[src/rtl/sinc3_pkg.sv]
package sinc3_pkg;
  localparam int unsigned FILT_ORDER   = 3;
  localparam int unsigned RATIO_BITS   = 12;
  localparam int unsigned WORD_BITS    = 24;
  localparam int unsigned SETTLE_PRDS  = 3;
  localparam logic [11:0] RATIO_RESET  = 12'h140;

  typedef enum logic {
    FMT_OFFSET_BIN = 1'b0,
    FMT_UNIPOLAR   = 1'b1
  } out_fmt_e;
endpackage

[src/rtl/sinc3_rst_sync.sv]
module sinc3_rst_sync #(
  parameter int unsigned STAGES = 2
) (
  input  logic clk,
  input  logic rst_n,
  output logic rst_no
);
  logic [STAGES-1:0] chain_q;

  always_ff @(posedge clk or negedge rst_n) begin
    if (!rst_n) chain_q <= '0;
    else        chain_q <= {chain_q[STAGES-2:0], 1'b1};
  end

  assign rst_no = chain_q[STAGES-1];
endmodule

[src/rtl/sinc3_integ.sv]
module sinc3_integ #(
  parameter int unsigned ACC_W = 37,
  parameter int unsigned ORDER = 3
) (
  input  logic             clk,
  input  logic             rst_ni,
  input  logic             clr_i,
  input  logic             en_i,
  input  logic             bit_i,
  output logic [ACC_W-1:0] sum_o
);
  logic [ACC_W-1:0]            x_ext;
  logic [ORDER-1:0][ACC_W-1:0] acc_sum;

  // bit 1 -> +1, bit 0 -> -1 in two's complement
  assign x_ext = {{(ACC_W-1){~bit_i}}, 1'b1};

  for (genvar g = 0; g < ORDER; g++) begin : g_stage
    logic [ACC_W-1:0] in_v;
    logic [ACC_W-1:0] acc_q, acc_d;

    if (g == 0) begin : g_first
      assign in_v = x_ext;
    end else begin : g_rest
      assign in_v = acc_sum[g-1];
    end

    assign acc_sum[g] = acc_q + in_v;

    always_comb begin
      acc_d = acc_q;
      if (clr_i)     acc_d = '0;
      else if (en_i) acc_d = acc_sum[g];
    end

    always_ff @(posedge clk or negedge rst_ni) begin
      if (!rst_ni) acc_q <= '0;
      else         acc_q <= acc_d;
    end
  end

  assign sum_o = acc_sum[ORDER-1];
endmodule

[src/rtl/sinc3_comb.sv]
module sinc3_comb #(
  parameter int unsigned ACC_W = 37,
  parameter int unsigned ORDER = 3
) (
  input  logic             clk,
  input  logic             rst_ni,
  input  logic             clr_i,
  input  logic             dec_i,
  input  logic [ACC_W-1:0] din_i,
  output logic [ACC_W-1:0] dout_o
);
  logic [ORDER-1:0][ACC_W-1:0] diff;

  for (genvar g = 0; g < ORDER; g++) begin : g_stage
    logic [ACC_W-1:0] in_v;
    logic [ACC_W-1:0] dly_q, dly_d;

    if (g == 0) begin : g_first
      assign in_v = din_i;
    end else begin : g_rest
      assign in_v = diff[g-1];
    end

    assign diff[g] = in_v - dly_q;

    always_comb begin
      dly_d = dly_q;
      if (clr_i)      dly_d = '0;
      else if (dec_i) dly_d = in_v;
    end

    always_ff @(posedge clk or negedge rst_ni) begin
      if (!rst_ni) dly_q <= '0;
      else         dly_q <= dly_d;
    end
  end

  assign dout_o = diff[ORDER-1];
endmodule

[src/rtl/sinc3_dec_ctrl.sv]
module sinc3_dec_ctrl #(
  parameter int unsigned   CODE_W   = 12,
  parameter int unsigned   SETTLE   = 3,
  parameter logic [CODE_W-1:0] RST_CODE = 12'h140
) (
  input  logic              clk,
  input  logic              rst_ni,
  input  logic              sync_i,
  input  logic              en_i,
  input  logic [CODE_W-1:0] code_i,
  output logic [CODE_W-1:0] code_o,
  output logic              dec_o,
  output logic              emit_o
);
  localparam int unsigned SET_W = (SETTLE > 1) ? $clog2(SETTLE) : 1;

  logic [CODE_W-1:0] cnt_q, cnt_d, code_q, code_d;
  logic [SET_W-1:0]  settle_q, settle_d;
  logic              last, settled;

  assign last    = (cnt_q == code_q - CODE_W'(1));
  assign settled = (settle_q == SET_W'(SETTLE - 1));

  always_comb begin
    cnt_d    = cnt_q;
    settle_d = settle_q;
    code_d   = code_q;
    if (sync_i) begin
      cnt_d    = '0;
      settle_d = '0;
      code_d   = code_i;
    end else if (en_i) begin
      if (last) begin
        cnt_d = '0;
        if (!settled) settle_d = settle_q + SET_W'(1);
      end else begin
        cnt_d = cnt_q + CODE_W'(1);
      end
    end
  end

  always_ff @(posedge clk or negedge rst_ni) begin
    if (!rst_ni) begin
      cnt_q    <= '0;
      settle_q <= '0;
      code_q   <= RST_CODE;
    end else begin
      cnt_q    <= cnt_d;
      settle_q <= settle_d;
      code_q   <= code_d;
    end
  end

  assign code_o = code_q;
  assign dec_o  = en_i && !sync_i && last;
  assign emit_o = dec_o && settled;
endmodule

[src/rtl/sinc3_decim.sv]
module sinc3_decim
  import sinc3_pkg::*;
#(
  parameter int unsigned CODE_W = RATIO_BITS,
  parameter int unsigned OUT_W  = WORD_BITS,
  parameter int unsigned ORDER  = FILT_ORDER,
  parameter int unsigned SETTLE = SETTLE_PRDS
) (
  input  logic              clk,
  input  logic              rst_n,
  input  logic              sync_i,
  input  logic [CODE_W-1:0] code_i,
  input  logic              unipolar_i,
  input  logic              samp_en_i,
  input  logic              samp_bit_i,
  output logic [OUT_W-1:0]  word_o,
  output logic              word_stb_o
);
  localparam int unsigned ACC_W = ORDER * CODE_W + 1;

  logic              rst_ni;
  logic [CODE_W-1:0] code_q;
  logic              dec, emit;
  logic [ACC_W-1:0]  integ_sum, filt_d;
  logic [OUT_W-1:0]  fmt_word, word_q, word_d;
  logic              stb_q, stb_d;
  out_fmt_e          fmt_sel;
  logic              unused_low;

  sinc3_rst_sync #(.STAGES(2)) u_rst (
    .clk(clk), .rst_n(rst_n), .rst_no(rst_ni)
  );

  sinc3_dec_ctrl #(.CODE_W(CODE_W), .SETTLE(SETTLE),
                   .RST_CODE(CODE_W'(RATIO_RESET))) u_ctrl (
    .clk(clk), .rst_ni(rst_ni), .sync_i(sync_i), .en_i(samp_en_i),
    .code_i(code_i), .code_o(code_q), .dec_o(dec), .emit_o(emit)
  );

  sinc3_integ #(.ACC_W(ACC_W), .ORDER(ORDER)) u_integ (
    .clk(clk), .rst_ni(rst_ni), .clr_i(sync_i),
    .en_i(samp_en_i), .bit_i(samp_bit_i), .sum_o(integ_sum)
  );

  sinc3_comb #(.ACC_W(ACC_W), .ORDER(ORDER)) u_comb (
    .clk(clk), .rst_ni(rst_ni), .clr_i(sync_i),
    .dec_i(dec), .din_i(integ_sum), .dout_o(filt_d)
  );

  assign fmt_sel    = out_fmt_e'(unipolar_i);
  assign unused_low = ^filt_d[ACC_W-OUT_W-2:0];

  // Top OUT_W bits of the signed full-scale range
  always_comb begin
    if (fmt_sel == FMT_UNIPOLAR)
      fmt_word = filt_d[ACC_W-1] ? '0 : filt_d[ACC_W-2 -: OUT_W];
    else
      fmt_word = {~filt_d[ACC_W-1], filt_d[ACC_W-2 -: OUT_W-1]};
  end

  always_comb begin
    word_d = word_q;
    stb_d  = emit;
    if (emit) word_d = fmt_word;
  end

  always_ff @(posedge clk or negedge rst_ni) begin
    if (!rst_ni) begin
      word_q <= '0;
      stb_q  <= 1'b0;
    end else begin
      word_q <= word_d;
      stb_q  <= stb_d;
    end
  end

  assign word_o     = word_q;
  assign word_stb_o = stb_q;
endmodule

[config.mk]
export PLATFORM = sky130hd
export DESIGN_NAME = sinc3_decim
export DESIGN_NICKNAME = d
export VERILOG_FILES = /design/src/rtl/sinc3_pkg.sv /design/src/rtl/sinc3_rst_sync.sv /design/src/rtl/sinc3_integ.sv /design/src/rtl/sinc3_comb.sv /design/src/rtl/sinc3_dec_ctrl.sv /design/src/rtl/sinc3_decim.sv
export SDC_FILE = /design/constraint.sdc
export NUM_CORES = 1
export LEC_CHECK = 0
export BUFFER_PORTS_ARGS = -buffer_cell sky130_fd_sc_hd__buf_2
export CORE_MARGIN = 2
export CORE_UTILIZATION = 35
export DETAILED_ROUTE_END_ITERATION = 6
export GPL_TIMING_DRIVEN = 0
export PLACE_DENSITY = 0.47
export SYNTH_ARGS = -nofsm -noshare
export SYNTH_HDL_FRONTEND = slang
export SYNTH_SLANG_ARGS = --single-unit
[constraint.sdc]
create_clock -name clk -period 9.98 [get_ports clk]
set_input_delay 0.998 -clock clk [delete_from_list [all_inputs] [get_ports clk]]
set_output_delay 0.998 -clock clk [all_outputs]
set_load 0.01 [all_outputs]
==> results of run 1 <==
[cells by family (layout without fill, tap and decap cells)]
logic type      count (synthesis)  after routing
mux                           113            113
other cells                     1              2
compound gates                734            734
fa+ha+maj                     226            226
buf+inv                       274            551
xor+xnor                      217            217
simple gates                  709            709
flops                         275            275
[worst register-to-register path, delay by kind of cell, from the launching register on]
family                   cells  cell delay, ns
buffers and inverters        3            0.42
AO/OA/AOI/OAI               30            5.46
AND/OR/NAND/NOR             10            1.13
flip-flops                   1            0.40
adder cells (fa/ha/maj)      6            1.53
XOR/XNOR                     6            1.24
[what timing repair did]
item | in CTS | in global routing
setup buffers | 109 | 60
setup endpoints to repair | 34 | 24
pin swaps | 161 | 126
resized for setup | 219 | 136
gates cloned | 2 | 1
[metal layers]
layer / vias up / global-route usage [%]
li1: 9600 / -
met1: 9224 / 25.9
met2: 309 / 34.4
met3: 88 / 2.30
met4: 0 / 5.10
met5: - / 0
[area by class of cell]
type / instances / area [µm²]
multi-input cells: 2000 / 16200
clock buffers: 51 / 1050
repair inverters: 1 / 7.51
repair buffers: 214 / 1690
flip-flops and latches: 275 / 6890
inverters: 182 / 689
clock inverters: 18 / 214
plain buffers: 85 / 405
well taps: 846 / 1060
fillers: 6019 / 34500
diodes: 1 / 2.50
[through the flow]
stage	instance area, µm²	utilization [%]	instances	hold slack (ns)	TNS [ns]
final	28200	45.0	3673	0.212	-13.60
after global routing	28200	45.0	3672	0.189	-25.41
after CTS	27100	43.2	3613	0.185	-9.28
after detailed placement	23800	37.9	3439	0.336	-84.64
after global placement	23600	37.7	3434	0.336	-687.43
after floorplan	22400	-	2549	0.331	-12.57
[registers in the layout, indices dropped and copies added (netlist names)]
name / count
u_ctrl.settle_q: 2
u_ctrl.cnt_q: 12
u_integ.g_stage.acc_q: 111
u_ctrl.code_o: 12
u_rst.chain_q: 2
word_stb_o: 1
u_comb.g_stage.dly_q: 111
word_o: 24
[synthesized netlist by cell type, drive strengths merged (28+ instances only)]
master,count
nor3,35
nand4,30
nand2,195
xor2,61
mux2i,92
ha,221
nand3,60
a21o,114
xnor2,155
dfrtp,273
o21bai,34
buf,39
a31oi,28
o21ai,128
nand2b,36
a21oi,187
inv,182
o31ai,94
and3,34
clkbuf,53
nor2,247
[path summary, 6_finish.rpt]
kind | end | slack [ns] | cells after the start
hold reg to reg | u_rst.chain_q[1] | 0.35 | 0
hold / removal | u_rst.chain_q[1] | 0.21 | 1
max in group asynchronous | u_comb.g_stage[2].dly_q[13] | 8.46 | 2
min in group clk | u_rst.chain_q[1] | 0.35 | 0
setup reg to reg | word_o[0] | -0.35 | 55
setup / recovery | word_o[0] | -0.62 | 57
[cells in the final DEF, fill, tap and decap left out, types with 90 or more instances in the layout]
cell type    n
a21o_1     113
a21oi_1    130
buf_4      164
dfrtp_1    272
ha_1       164
inv_1      178
mux2i_1     92
nand2_1    182
nor2_1     222
o21ai_0     90
xnor2_1    109
==> results.md, run 1 <==
* Routed Antenna Nets at 0
* RSZ-0062 raised after global routing: yes
* Post-Synth XOR/XNOR Area at 8.75%
* Data required, critical path at 10.43 ns
* Min Clock Period, post-route at 10.60 ns
* Initial antenna violation count at 0
* Vias in the first global route at 19,085
* Pre-CTS WS at -3.12 ns
* Violated checks: negative setup slack
* Final Hold Fails at 0
* Worst r2r src: u_integ.g_stage[0].acc_q[0]
* Slowest-stage cell, CP: o41ai_4
* Syn Nets at 2,793
* Die Wd at 255 µm
* CP startpoint kind: primary input
* DP HPWL at 47,200 µm
* Worst path most repeated cell: a21o_1
* GRT Util Overall at 19.7%
* DRT iter0 DRCs at 885
* Critical path class: primary input to flip-flop
* Simple-gate portion of the synthesized area at 14.9%
* Skew final at 0.0258 ns
* Met3 WL post-DR at 1840 µm
* CTS tree: done
* Grt ovf at 0
* Max Cap Viol at 0
* Synth warn at 0
* Delay-heaviest family, CP: compound AO/OA/AOI/OAI gates
* Largest family of logic cells by synthesized area: compound AO/OA/AOI/OAI gates
* Yosys top cell by area: dfrtp_1
* Worst slew pin tran at 1.32 ns
* P&R area growth vs syn at 28.0%
* Final Worst Setup Slack at -0.619 ns
* Top FF cell, synth: dfrtp_1
* Drt total wl at 64,900 µm
* CP Launch Point: samp_bit_i
* Num CTS Buffers at 38
* Routed len/inst at 17.7 µm
* DR vias at 19,221
* Relative slew slack at 11.9%
* DR DRC count at 0
* Asr flop ratio synth at 100%
* Max clock buf depth at 3
* CP max FO at 6
* # H-tree levels at 2
* Post-Synthesis Cells at 2,549
* Endpoints failing setup at 24
* Slew Limit Fails at 0
* Post-layout net count at 3,041
* Share of layout cells above drive strength 1 at 23.6%
* Clock sinks at 275
* Adder-cell share of the synthesized area at 13.0%
* RePlAce Congestion at 0.869
* Mapped Area at 22,100 µm²
* Top cell type's share of synthesized area at 30.9%
* Achievable Freq at 94.3 MHz
* Post-synthesis cell type count at 89
* IO Pins at 43
* First-pass GRT wire length at 102,000 µm
* Worst hold-check path type: primary input to asynchronous set/reset pin
* Clock Latency Late Sink at 0.58 ns
* Post-route met1 wirelength at 30,400 µm
* Hold-fix buffers, CTS at 0
* Initial Utilization at 35.2%
* Arrival time worst endpoint at 11.05 ns
* Mux share of post-synthesis cell area at 5.24%
* Std-Cell Rows at 92
* Syn avg cell area at 8.66 µm²
* Die area at 65,100 µm²
* Clock root buffer: clkbuf_16
* Die height at 255 µm
* Via density at 5.23
* Status: finished with violations
* Port Buffers at 39
* Delay of the slowest critical-path stage at 0.39 ns
* EDFF count, synth at 0
* Reg clk slew, reported paths at 0.06 ns
* Core ar. at 62,700 µm²
* WP buf/inv at 5
* Routed length on met2 at 31,300 µm
* #FFs+latches synth at 275
* Sequential element share of the synthesized area at 31.2%
* Synth Area in Compound Gates at 22.0%
* Final Cycle Share at 106%
* DRT Pass-1 Iters at 5
* Largest net degree at the start of global routing at 65
* Crit path capture type: flip-flop
* Uppermost routed layer: met4
* Synth top area cells: dfrtp_1, ha_1, xnor2_1
Power of run 1 is not shown: default switching activity piles up to over one toggle a cycle in this logic, so the estimate is an artifact.
==> inputs of run 2 (changes only) <==
==> constraint.sdc (replaced) <==
create_clock -name clk -period 10.5 [get_ports clk]
set_input_delay 1.05 -clock clk [delete_from_list [all_inputs] [get_ports clk]]
set_output_delay 1.05 -clock clk [all_outputs]
set_load 0.05 [all_outputs]
==> results.md, run 2 (synthesis gave the netlist of run 1 again) <==
* Status: finished with violations
* Violated checks: negative setup slack
* GRT Util Overall at 20.0% (+0.23 points)
* Fin Hold WS at 0.268 ns (+0.0555 ns)
* Met3 usage at 2.11% (-0.19 points)
* Clock sinks at 275 (unchanged)
* Final Worst Setup Slack at -0.216 ns (+0.403 ns)
* Share of layout cells above drive strength 1 at 21.7% (-1.9 points)
* Worst slew pin tran at 1.33 ns (+0.00427 ns)
* Worst path most repeated cell: a21o_1
* RePlAce Congestion at 0.868 (about the same)
* Port Buffers at 39 (unchanged)
* Vias in the first global route at 19,407 (+1.7%)
* Reg clk slew, reported paths at 0.05 ns (about the same)
* First-pass GRT wire length at 104,000 µm (+1.3%)
* Final instance area at 27,800 µm² (-1.5%)
* Final Instance Count excl. Fillers at 3,657 (-0.44%)
* Die area at 65,100 µm² (unchanged)
* Via density at 5.24 (+0.20%)
* Endpoints failing setup at 24 (unchanged)
* Achievable Freq at 93.3 MHz
* Die Wd at 255 µm (unchanged)
* Slew Limit Fails at 0 (unchanged)
* Post-layout util at 44.3% (-0.68 points)
* Max clock buf depth at 3 (unchanged)
* Crit path capture type: flip-flop
* Slowest-stage cell, CP: ha_2
* DRT Pass-1 Iters at 5 (unchanged)
* Largest net degree at the start of global routing at 64 (-1.5%)
* IO Pins at 43 (unchanged)
* Grt ovf at 0 (unchanged)
* Num CTS Buffers at 38 (unchanged)
* Routed len/inst at 17.7 µm (+0.47%)
* Met1 Use GR at 25.8% (-0.084 points)
* Skew final at 0.0306 ns (+0.00476 ns)
* DRT iter0 DRCs at 977 (+10%)
* Commonest non-fill, non-tap cell in the layout: dfrtp_1
* Min Clock Period, post-route at 10.72 ns
* GRT busiest layer: met2
* Worst R2R Path Depth at 53 (-3.6%)
* Core ar. at 62,700 µm² (unchanged)
* Placed Area at 23,700 µm² (about the same)
* Max Cap Viol at 0 (unchanged)
* Multi-input logic area at 16,000 µm² (-1.6%)
* CP startpoint kind: primary input
* Critical path class: primary input to flip-flop
* Clock root buffer: clkbuf_16
* Delay of the slowest critical-path stage at 0.36 ns (-0.03 ns)
* DR DRC count at 0 (unchanged)
* DR vias at 19,175 (-0.24%)
* Commonest non-fill, non-tap cells in the layout: dfrtp_1, nor2_1, nand2_1
* DP HPWL at 47,300 µm (+0.21%)
* CP max FO at 5 (-1)
* Final Hold Fails at 0 (unchanged)
* Routed Antenna Nets at 0 (unchanged)
* Initial antenna violation count at 0 (unchanged)
* Drt total wl at 64,900 µm (about the same)
* # H-tree levels at 2 (unchanged)
* Relative slew slack at 11.2% (-0.67 points)
* RSZ-0062 raised after global routing: yes
* P&R area growth vs syn at 26.0%
* Placed instance count at 3,438 (-0.029%)
* Initial Utilization at 35.2% (unchanged)
* Post-layout net count at 3,026 (-0.49%)
* CTS tree: done
* Std-Cell Rows at 92 (unchanged)
* N_diodes at 0 (-1)
* Register Area at 6890 µm² (unchanged)
* Die height at 255 µm (unchanged)
* Data required, critical path at 10.95 ns (+0.52 ns)
* Arrival time worst endpoint at 11.16 ns (+0.11 ns)
* Worst hold-check path type: primary input to asynchronous set/reset pin
* Clock Latency Late Sink at 0.57 ns (about the same)
* Final Cycle Share at 102%
* Met2 GRT Util at 35.2% (+0.78 points)
* Hold-fix buffers, CTS at 0 (unchanged)
* Fillers at 5,997 (-0.37%)
-- run 2: changes by cell type in the layout (fill, tap and decap cells not counted), moves of 4 or more --
cell,before,now
a21oi_2,50,42
nand2_1,182,186
ha_1,164,172
nor2_1,222,226
a21oi_1,130,139
o21ai_0,90,95
nor2_4,8,4
clkbuf_8,8,12
nand2_2,11,7
buf_4,164,151
ha_4,40,34
-- run 2: final timing paths --
kind                                              from                           to  slack, ns
max reg2reg                u_integ.g_stage[0].acc_q[1]                    word_o[0]       0.18
min in group clk                      u_rst.chain_q[0]             u_rst.chain_q[1]       0.35
max                                         samp_bit_i                    word_o[0]      -0.22
max in group asynchronous             u_rst.chain_q[1]  u_comb.g_stage[2].dly_q[13]       8.66
min                                              rst_n             u_rst.chain_q[1]       0.27
min reg2reg                           u_rst.chain_q[0]             u_rst.chain_q[1]       0.35
-- run 2: through the flow --
step           worst slack, ns  setup TNS (ns)
2_1_floorplan           -0.133           -1.43
3_3_place_gp             -2.68         -507.84
3_5_place_dp             -2.64          -66.50
4_1_cts                -0.0210         -0.0610
5_1_grt                 -0.794          -17.67
6_report                -0.216           -3.74
-- run 2: repair_timing --
action	CTS	global route
cloned	3	0
endpoints found under the setup margin	27	25
pin swaps	138	57
gates resized for setup	191	105
setup buffers	134	21
-- run 2: area by class of cell --
cell class / count / share of cell area (%)
plain buffers: 84 / 1.37
clock buffers: 57 / 4.11
clock inverters: 12 / 0.337
inverters: 182 / 2.47
multi-input cells: 2000 / 57.5
flip-flops and latches: 275 / 24.8
well taps: 846 / 3.81
repair buffers: 200 / 5.67
repair inverters: 1 / 0.0270
-- run 2: layer usage --
| layer | routed length (µm) | up-vias | part of all wire, % |
|---|---|---|---|
| li1 | - | 9562 | - |
| met1 | 30200 | 9220 | 47 |
| met2 | 31300 | 286 | 48 |
| met3 | 1720 | 107 | 2.7 |
| met4 | 1610 | 0 | 2.5 |
| met5 | 0 | - | 0 |
-- run 2: critical path, delay by kind of cell --
family                     cells  cell delay [ns]
AOI/OAI and AO/OA             25             4.29
and+or+nand+nor               13             2.05
xor gates and xnor gates       6             1.34
buffers and inverters          5             0.75
adders and majority gates      6             1.62
Power of run 2 is left out for the same reason.
==> inputs of run 3 (changes only) <==
--- a/config.mk
+++ b/config.mk
@@ -8,9 +8,11 @@
 export BUFFER_PORTS_ARGS = -buffer_cell sky130_fd_sc_hd__buf_2
 export CORE_MARGIN = 2
 export CORE_UTILIZATION = 35
+export CTS_CLUSTER_DIAMETER = 60
 export DETAILED_ROUTE_END_ITERATION = 6
 export GPL_TIMING_DRIVEN = 0
 export PLACE_DENSITY = 0.47
+export REMOVE_ABC_BUFFERS = 1
 export SYNTH_ARGS = -nofsm -noshare
 export SYNTH_HDL_FRONTEND = slang
 export SYNTH_SLANG_ARGS = --single-unit
==> results.md, run 3 (synthesis gave the netlist of run 1 again) <==
* Status: finished with violations
* Violated checks: negative setup slack
* Commonest non-fill, non-tap cells in the layout: dfrtp_1, nor2_1, buf_4
* Worst r2r src: u_integ.g_stage[0].acc_q[1]
* Relative slew slack at 21.8% (+11 points)
* RSZ-0062 raised after global routing: yes
* Multi-input logic area at 16,200 µm² (+1.1%)
* Vias in the first global route at 18,729 (-3.5%)
* DP HPWL at 38,400 µm (-19%)
* DR vias at 18,861 (-1.6%)
* Routed len/inst at 16.0 µm (-9.9%)
* Port Buffers at 42 (+7.7%)
* Arrival time worst endpoint at 11.24 ns (+0.08 ns)
* Final Hold Fails at 0 (unchanged)
* Max Cap Viol at 0 (unchanged)
* Data required, critical path at 10.94 ns (about the same)
* Largest net degree at the start of global routing at 130 (+100%)
* Worst reg2reg endpoint: word_o[15]
* Worst slew pin tran at 1.17 ns (-0.153 ns)
* Min Clock Period, post-route at 10.79 ns (+0.0787 ns)
* First-pass GRT wire length at 95,200 µm (-8.1%)
* DR DRC count at 0 (unchanged)
* Critical path class: primary input to flip-flop
* Final Instance Count excl. Fillers at 3,636 (-0.57%)
* Final Cycle Share at 103% (+0.75 points)
* FF-to-FF setup slack at 0.17 ns (about the same)
* DRT Pass-1 Iters at 5 (unchanged)
* Share of layout cells above drive strength 1 at 24.7% (+3.0 points)
* Routed Antenna Nets at 0 (unchanged)
* Initial Utilization at 35.2% (unchanged)
* Worst hold-check path type: primary input to asynchronous set/reset pin
* Max clock buf depth at 3 (unchanged)
* Post-layout net count at 3,002 (-0.79%)
* RePlAce Congestion at 0.864 (-0.46%)
* Core ar. at 62,700 µm² (unchanged)
* CP startpoint kind: primary input
* P&R area growth vs syn at 28.5%
* Clock root buffer: clkbuf_16
* Die area at 65,100 µm² (unchanged)
* Num CTS Buffers at 40 (+5.3%)
* Reg clk slew, reported paths at 0.05 ns (about the same)
* # H-tree levels at 2 (unchanged)
* CP max FO at 8 (+3)
* Register Area at 6890 µm² (unchanged)
* DRT iter0 DRCs at 1,002 (+2.6%)
* Skew final at 0.0207 ns (-0.00984 ns)
* Delay-heaviest family, CP: compound AO/OA/AOI/OAI gates
* Delay of the slowest critical-path stage at 0.50 ns (+0.14 ns)
* Achievable Freq at 92.6 MHz (-0.73%)
* Placed Area at 23,300 µm² (-2.0%)
* Post-layout util at 45.2% (+0.88 points)
* Die height at 255 µm (unchanged)
* Die Wd at 255 µm (unchanged)
* Clock Latency Late Sink at 0.57 ns (about the same)
* WP buf/inv at 8 (+3)
* Drt total wl at 58,100 µm (-10%)
* Slew Limit Fails at 0 (unchanged)
* IO Pins at 43 (unchanged)
* Worst R2R Path Depth at 54 (+1.9%)
* Final Worst Setup Slack at -0.294 ns (-0.0787 ns)
* CTS tree: done
* Initial antenna violation count at 0 (unchanged)
* N_diodes at 0 (unchanged)
* Commonest non-fill, non-tap cell in the layout: dfrtp_1
* GRT Util Overall at 17.7% (-2.2 points)
* Final instance area at 28,400 µm² (+2.0%)
* Clock sinks at 275 (unchanged)
* Crit path capture type: flip-flop
* Fillers at 5,837 (-2.7%)
* Placed instance count at 3,357 (-2.4%)
* Endpoints failing setup at 24 (unchanged)
* Std-Cell Rows at 92 (unchanged)
* Via density at 5.19 (-1.1%)
* Grt ovf at 0 (unchanged)
* Slowest-stage cell, CP: xnor3_4
==> run 3: changes by cell type in the layout (fill, tap and decap cells not counted), sizes merged <==
cell / change
clkbuf: -50
xnor3: +1
clkinv: -4
clkinvlp: +5
buf: +20
inv: +2
bufinv: +5
==> run 3: worst max path at each step <==
stage	depth (start not counted)	startpoint	slack [ns]	to
floorplan	52	samp_bit_i	-1.09	word_o[0]
global placement	8	samp_en_i	-6.53	word_o[4]
detailed placement	53	samp_bit_i	-3.57	word_o[22]
CTS	56	samp_bit_i	-0.18	word_o[0]
global route	58	samp_bit_i	-0.72	word_o[15]
finish	57	samp_bit_i	-0.29	word_o[15]
==> run 3: through the flow <==
step | hold WS (ns) | worst slack [ns] | TNS [ns]
2_1_floorplan | 0.331 | -1.09 | -24.56
4_1_cts | 0.212 | -0.180 | -2.78
6_report | 0.258 | -0.294 | -5.18
3_3_place_gp | 0.338 | -6.53 | -897.40
3_5_place_dp | 0.341 | -3.57 | -98.30
5_1_grt | 0.222 | -0.715 | -15.59
==> run 3: layout make-up <==
| class | count | share of cell area, % |
|---|---|---|
| clock buffer | 53 | 3.92 |
| clock inverter | 21 | 1.02 |
| inverter | 182 | 2.44 |
| multi-input combinational | 2001 | 56.9 |
| sequential | 275 | 24.3 |
| tap | 846 | 3.73 |
| timing repair buffer | 258 | 7.67 |
==> run 3: repair_timing <==
action,4_1_cts,5_1_grt
gates resized for setup,286,131
setup buffers,163,42
pin swaps,153,111
endpoints found under the setup margin,35,25
cloned,3,0
hold buffers,0,0
==> run 3: routing by layer <==
metal  vias up  GRT usage, %  wire length, µm
met4         0          5.21             1550
met3        95          2.45             1550
met2       228          30.6            27600
met1      8999          23.0            27500
li1       9539             -                -
met5         -             0                0
Power of run 3 is left out for the same reason.
